### config.mk
export PLATFORM = sky130hd
export DESIGN_NAME = irq_daisy_arbiter
export DESIGN_NICKNAME = d
export VERILOG_FILES = /design/src/rtl/irq_daisy_pkg.sv /design/src/rtl/irq_daisy_dp.sv /design/src/rtl/irq_daisy_ctl.sv /design/src/rtl/irq_daisy_arbiter.sv
export SDC_FILE = /design/constraint.sdc
export NUM_CORES = 1
export LEC_CHECK = 0
export BUFFER_PORTS_ARGS = -buffer_cell sky130_fd_sc_hd__buf_2
export CAP_MARGIN = 10
export CORE_MARGIN = 3
export CORE_UTILIZATION = 35
export DETAILED_ROUTE_END_ITERATION = 7
export PLACE_DENSITY_LB_ADDON = 0.05
export SLEW_MARGIN = 20
export SYNTH_ARGS = -nofsm -noshare
export SYNTH_HDL_FRONTEND = slang
export SYNTH_SLANG_ARGS = --single-unit
### constraint.sdc
create_clock -name clk -period 2.1 [get_ports clk]
set_clock_uncertainty 0.15 [all_clocks]
set_input_delay 0.42 -clock clk [delete_from_list [all_inputs] [get_ports clk]]
set_output_delay 0.42 -clock clk [all_outputs]
set_load 0.02 [all_outputs]
### src/rtl/irq_daisy_pkg.sv
package irq_daisy_pkg;
  localparam int NUM_GRP = 6;
  localparam int CODE_W  = 3;
  localparam int RS_W    = 6;
  localparam int TS_W    = 6;
  localparam int DS_W    = 4;

  typedef logic [NUM_GRP-1:0] grpMask_t;

  typedef enum logic [CODE_W-1:0] {
    GRP_RX_STAT = 3'd0,
    GRP_RX_DATA = 3'd1,
    GRP_TX_STAT = 3'd2,
    GRP_TX_DATA = 3'd3,
    GRP_IO_STAT = 3'd4,
    GRP_DEV_STAT = 3'd5
  } grpCode_e;

  // strobes from control to datapath
  typedef struct packed {
    grpMask_t setMask;
    grpMask_t clrMask;
  } iusStrobe_t;
endpackage

### src/rtl/irq_daisy_dp.sv
module irq_daisy_dp
  import irq_daisy_pkg::*;
#(
  parameter int RsW = RS_W,
  parameter int TsW = TS_W,
  parameter int DsW = DS_W
) (
  input  logic           clk,
  input  logic           rstN,
  input  logic [RsW-1:0] rxStatCond,
  input  logic [RsW-1:0] rxStatEn,
  input  logic           rxDataReq,
  input  logic [TsW-1:0] txStatCond,
  input  logic [TsW-1:0] txStatEn,
  input  logic           txDataReq,
  input  logic           ioStatReq,
  input  logic [DsW-1:0] devStatCond,
  input  logic [DsW-1:0] devStatEn,
  input  iusStrobe_t     strobe,
  output grpMask_t       ipFlag,
  output grpMask_t       iusFlag
);
  grpMask_t rawReq;
  grpMask_t ipQ;
  grpMask_t iusQ;

  // merged per-group request, bit index = group code
  always_comb begin
    rawReq = '0;
    rawReq[GRP_RX_STAT]  = |(rxStatCond & rxStatEn);
    rawReq[GRP_RX_DATA]  = rxDataReq;
    rawReq[GRP_TX_STAT]  = |(txStatCond & txStatEn);
    rawReq[GRP_TX_DATA]  = txDataReq;
    rawReq[GRP_IO_STAT]  = ioStatReq;
    rawReq[GRP_DEV_STAT] = |(devStatCond & devStatEn);
  end

  always_ff @(posedge clk) begin
    if (!rstN) ipQ <= '0;
    else       ipQ <= rawReq;
  end

  for (genvar g = 0; g < NUM_GRP; g++) begin : g_ius
    always_ff @(posedge clk) begin
      if (!rstN) iusQ[g] <= 1'b0;
      else       iusQ[g] <= (iusQ[g] & ~strobe.clrMask[g]) | strobe.setMask[g];
    end
  end

  assign ipFlag  = ipQ;
  assign iusFlag = iusQ;

  // a flag under service only appears where control asked for it
  assert_ius_rise_from_set_R4: assert property (@(posedge clk) disable iff (!rstN)
    1'b1 |=> ((iusQ & ~$past(iusQ) & ~$past(strobe.setMask)) == '0));

  // a lone clear command drops exactly one flag
  assert_clr_single_R9: assert property (@(posedge clk) disable iff (!rstN)
    (strobe.clrMask != '0 && strobe.setMask == '0)
      |=> $countones(iusQ) == $countones($past(iusQ)) - 1);

  assert_set_clr_disjoint_R9: assert property (@(posedge clk) disable iff (!rstN)
    (strobe.setMask & strobe.clrMask) == '0);
endmodule

### src/rtl/irq_daisy_ctl.sv
module irq_daisy_ctl
  import irq_daisy_pkg::*;
(
  input  logic              clk,
  input  logic              rstN,
  input  grpMask_t          ipFlag,
  input  grpMask_t          iusFlag,
  input  grpMask_t          grpEn,
  input  logic              iei,
  input  logic              intAck,
  input  logic              clrTopIus,
  output iusStrobe_t        strobe,
  output logic              intReq,
  output logic              ieo,
  output logic              vecValid,
  output logic [CODE_W-1:0] vecCode
);
  grpMask_t blockMask;
  grpMask_t elig;
  grpMask_t winMask;
  grpMask_t iusTop;
  logic [CODE_W-1:0] winIdx;
  logic anyElig;
  logic anyIus;

  // a flag at level g blocks g and all lower levels
  assign blockMask[0] = iusFlag[0];
  for (genvar g = 1; g < NUM_GRP; g++) begin : g_block
    assign blockMask[g] = blockMask[g-1] | iusFlag[g];
  end

  assign elig    = ipFlag & grpEn & ~blockMask & {NUM_GRP{iei}};
  assign anyElig = |elig;
  assign anyIus  = |iusFlag;

  // isolate lowest set bit = highest priority
  assign winMask = elig & (~elig + grpMask_t'(1));
  assign iusTop  = iusFlag & (~iusFlag + grpMask_t'(1));

  always_comb begin
    winIdx = '0;
    for (int g = NUM_GRP - 1; g >= 0; g--)
      if (elig[g]) winIdx = CODE_W'(g);
  end

  assign strobe.setMask = intAck ? winMask : '0;
  assign strobe.clrMask = clrTopIus ? iusTop : '0;

  assign intReq   = anyElig;
  assign vecValid = intAck & anyElig;
  assign vecCode  = vecValid ? winIdx : '0;
  assign ieo      = iei & ~anyIus & ~(intAck & anyElig);

  assert_ieo_low_service_R6: assert property (@(posedge clk) disable iff (!rstN)
    anyIus |-> !ieo);

  assert_chain_off_R8: assert property (@(posedge clk) disable iff (!rstN)
    !iei |-> (!intReq && !vecValid && !ieo));

  assert_code_range_R1: assert property (@(posedge clk) disable iff (!rstN)
    vecValid |-> (vecCode < CODE_W'(NUM_GRP)));

  assert_single_set_R4: assert property (@(posedge clk) disable iff (!rstN)
    $onehot0(strobe.setMask));
endmodule

### src/rtl/irq_daisy_arbiter.sv
module irq_daisy_arbiter
  import irq_daisy_pkg::*;
(
  input  logic              clk,
  input  logic              rstN,
  input  logic [RS_W-1:0]   rxStatCond,
  input  logic [RS_W-1:0]   rxStatEn,
  input  logic              rxDataReq,
  input  logic [TS_W-1:0]   txStatCond,
  input  logic [TS_W-1:0]   txStatEn,
  input  logic              txDataReq,
  input  logic              ioStatReq,
  input  logic [DS_W-1:0]   devStatCond,
  input  logic [DS_W-1:0]   devStatEn,
  input  logic [NUM_GRP-1:0] grpEn,
  input  logic              iei,
  input  logic              intAck,
  input  logic              clrTopIus,
  output logic              intReq,
  output logic              ieo,
  output logic              vecValid,
  output logic [CODE_W-1:0] vecCode
);
  iusStrobe_t strobe;
  grpMask_t   ipFlag;
  grpMask_t   iusFlag;

  irq_daisy_dp #(.RsW(RS_W), .TsW(TS_W), .DsW(DS_W)) dp_i (
    .clk(clk), .rstN(rstN),
    .rxStatCond(rxStatCond), .rxStatEn(rxStatEn), .rxDataReq(rxDataReq),
    .txStatCond(txStatCond), .txStatEn(txStatEn), .txDataReq(txDataReq),
    .ioStatReq(ioStatReq), .devStatCond(devStatCond), .devStatEn(devStatEn),
    .strobe(strobe), .ipFlag(ipFlag), .iusFlag(iusFlag)
  );

  irq_daisy_ctl ctl_i (
    .clk(clk), .rstN(rstN),
    .ipFlag(ipFlag), .iusFlag(iusFlag), .grpEn(grpEn),
    .iei(iei), .intAck(intAck), .clrTopIus(clrTopIus),
    .strobe(strobe), .intReq(intReq), .ieo(ieo),
    .vecValid(vecValid), .vecCode(vecCode)
  );
endmodule

==> qor.yml <==
run_status:
  outcome: "finished with violations"
  violations: "setup timing"
die:
  dieArea_sq_mm: 0.002550
  die_h_microns: 50.50
  die_w_microns: 50.50
  io_pins: 52
  rows: 15
  core_area_sq_mm: 0.001802
  initial_core_util_pct: 38.47
critical_path:
  endpoint: "vecValid"
  worstSetupEndpointType: "output pin"
  crit_type: "reg -> out"
  worstPathRequired_ns: 1.53
  crit_chain: "or4_4 > or2_4 > nor2_4 > o21a_1 > buf_6"
  r2r_start: "dp_i.iusFlag[2]$_SDFF_PN0_"
  r2r-end: "dp_i.iusFlag[5]$_SDFF_PN0_"
  cp.arrival_ns: 1.81
  crit_fanout: 5
  crit_start: "dp_i.iusFlag[2]$_SDFF_PN0_"
  slowest_stage: "or4_4"
  startpoint_type: "register"
  rr_worst_depth: 4
  slowest_delay_ns: 0.59
  rrSetupSlack_ns: 0.26
synthesis:
  synth_ff_type: "dfxtp_1"
  synthCells: 78
  synth_top_area_share_pct: 34.66
  ys_top_cells_by_count: "dfxtp_1 (12), a22oi_1 (10), nor2_1 (6)"
  synth-seq-area-share_pct: 34.66
  synth_area_leader_cell: "dfxtp_1"
  synth.avg_cell_area_sq_um: 8.887
  ys_seq_elements: 12
  synth_edf_count: 0
  synth_nets: 124
  synth.area.top_cells: "dfxtp_1 (35%), a22oi_1 (11%), nand4b_1 (3.8%)"
  yosysUniqueCellTypes: 35
  synthesis.area_sq_um: 693.2
  yosys_warnings: 0
  ys_async_sr_fraction_pct: 0
  yosysMostFrequentCell: "dfxtp_1"
timing:
  rsz0062_at_grt: "true"
  slew_violations: 0
  setup_viol: 6
  final.setup.worst_slack_ns: -0.2825
  min_period_ns: 2.382
  max_clock_freq_mhz: 419.7
  fin_crit_sh_pct: 113.5
  slew_headroom_pct: 81.27
  tightest_slew_ns: 0.2773
  hold_viol_final: 0
  holdWs_ns: 0.1997
global_route:
  grt_util_all_layers_pct: 18.60
  grt_pass1_wl_mm: 3.546
  antenna_found_initial: 0
  grt-ovfl-total: 0
  grt_pass1_vias: 884
  grt_max_degree: 9
clocking:
  clock_sinks: 12
  cts_tree: "done"
  clockRootBuffer: "clkbuf_4"
  insertion_delay_ns: 0.27
  cts-buffers-inserted: 3
  cts.clk_slew.worst_paths_ns: 0.08
  htreeDepth: 1
  cts_buffer_depth: 2
min_path:
  hp-class: "in -> reg"
power:
  p_leak_nw: 0.6077
  powerDensity_mw_per_mm2: 489.7
  seqPwrFrac_pct: 40.0
  p_sw_w: 0.0001637
  ir_drop_mv: 0.3125
  swShare_pct: 27.13
  clockPowerShare_pct: 30.5
  power_frac_comb_pct: 29.4
  p_int_w: 0.0004398
placed_design:
  gp_congestion: 0.8139
  placed_cells: 170
  dp_hpwl_mm: 1.767
  pre_cts_ws_ns: -0.2316
  io_buffers: 51
layout:
  antenna_cells: 0
  nFillCells: 153
  final_util_pct: 68.40
  fin_nets: 199
  drive_above_1_share_pct: 61.18
  fin_cells: 177
  area_growth_syn_to_layout_pct: 77.80
drt:
  drc: 0
  drt_iter0_markers: 15
  vias: 919
  postRouteAntennaNets: 0
  routed_via_density: 5.192
  wl_per_cell_microns: 12.35
  dr.pass1.iters: 4
  drt-total-wl_mm: 2.186
flow_run:
  max-cap-violations: 0
-- worst min path at each step --
| stage | startpoint | end | slack [ns] | depth (start not counted) |
|---|---|---|---|---|
| final | txDataReq | dp_i.ipFlag[3]$_SDFF_PN0_ | 0.20 | 2 |
| after global routing | txDataReq | dp_i.ipFlag[3]$_SDFF_PN0_ | 0.19 | 2 |
| after CTS | rxDataReq | dp_i.ipFlag[1]$_SDFF_PN0_ | 0.19 | 2 |
| after detailed placement | dp_i.iusFlag[3]$_SDFF_PN0_ | dp_i.iusFlag[3]$_SDFF_PN0_ | 0.32 | 2 |
| after global placement | dp_i.iusFlag[3]$_SDFF_PN0_ | dp_i.iusFlag[3]$_SDFF_PN0_ | 0.31 | 2 |
| after floorplan | dp_i.iusFlag[3]$_SDFF_PN0_ | dp_i.iusFlag[3]$_SDFF_PN0_ | 0.29 | 2 |
-- per-layer routing --
layer  vias to the layer above  GRT usage [%]  share of wire (%)
met3                         4          3.561                8.0
met1                       419          19.96                 38
met5                         -              0                  0
met4                         0          10.76                1.8
li1                        454              -                  -
met2                        42          33.48                 52
-- layout make-up --
cell class / count / area [sq um] / share of cell area, %
clock buffer: 4 / 36.28 / 2.944
inverter: 3 / 11.26 / 0.9137
multi-input combinational: 62 / 478.0 / 38.78
sequential: 12 / 246.5 / 20.00
tap: 25 / 31.28 / 2.538
timing repair buffer: 71 / 429.2 / 34.82
-- critical path, delay by kind of cell (launching register included) --
family          cells  cell delay [ns]
flops               1             0.33
simple gates        3             0.95
buf+inv             1             0.12
compound gates      1             0.15
-- timing repair --
| item | in CTS | in global routing |
|---|---|---|
| resized for setup | 9 | 10 |
| pin swaps | 3 | 6 |
| setup buffers | 2 | 1 |
| hold buffers | 0 | 0 |
| endpoints found under the setup margin | 6 | 6 |
-- stage by stage --
stage / TNS [ns] / power [W] / instance area [sq um]
final: -1.471 / 0.0006035 / 1232
after global routing: -1.888 / 0.0006371 / 1232
after CTS: -1.688 / 0.0006026 / 1189
after detailed placement: -0.7763 / 0.0004067 / 1115
after global placement: -0.6990 / 0.0004028 / 1115
after floorplan: -0.02285 / 0.0003233 / 711.9
-- power by group through the flow --
stage | logic [W] | clock network, W | registers, W
after floorplan | 0.0000772 | 0 | 0.000246
after global placement | 0.000155 | 0 | 0.000247
after detailed placement | 0.000159 | 0 | 0.000248
after CTS | 0.000170 | 0.000191 | 0.000242
after global routing | 0.000194 | 0.000201 | 0.000243
final | 0.000178 | 0.000184 | 0.000242
-- cell usage in the layout, fill, tap and decap left out, types with 2 or more instances in the layout --
cell type,count
o21ai_0,4
inv_1,3
and2_1,4
nor2_1,5
dfxtp_1,9
buf_2,46
a31oi_1,2
buf_6,3
buf_4,22
a22oi_1,10
nand4b_1,3
nand2_1,3
nand3_1,4
dfxtp_2,2
a21oi_1,2
clkbuf_4,3
nor2_4,2
-- sequential cells by signal (all words and copies together), names as in the netlist --
| register | count |
|---|---|
| dp_i.iusFlag | 6 |
| dp_i.ipFlag | 6 |
-- cells by family (layout without fill, tap and decap cells) --
group,Yosys count,count (layout),synth area share (%)
compound gates,27,27,28.16
buf+inv,4,78,3.249
flops,12,12,34.66
simple gates,35,35,33.94
No activity file was read; power rests on OpenSTA's default activity.
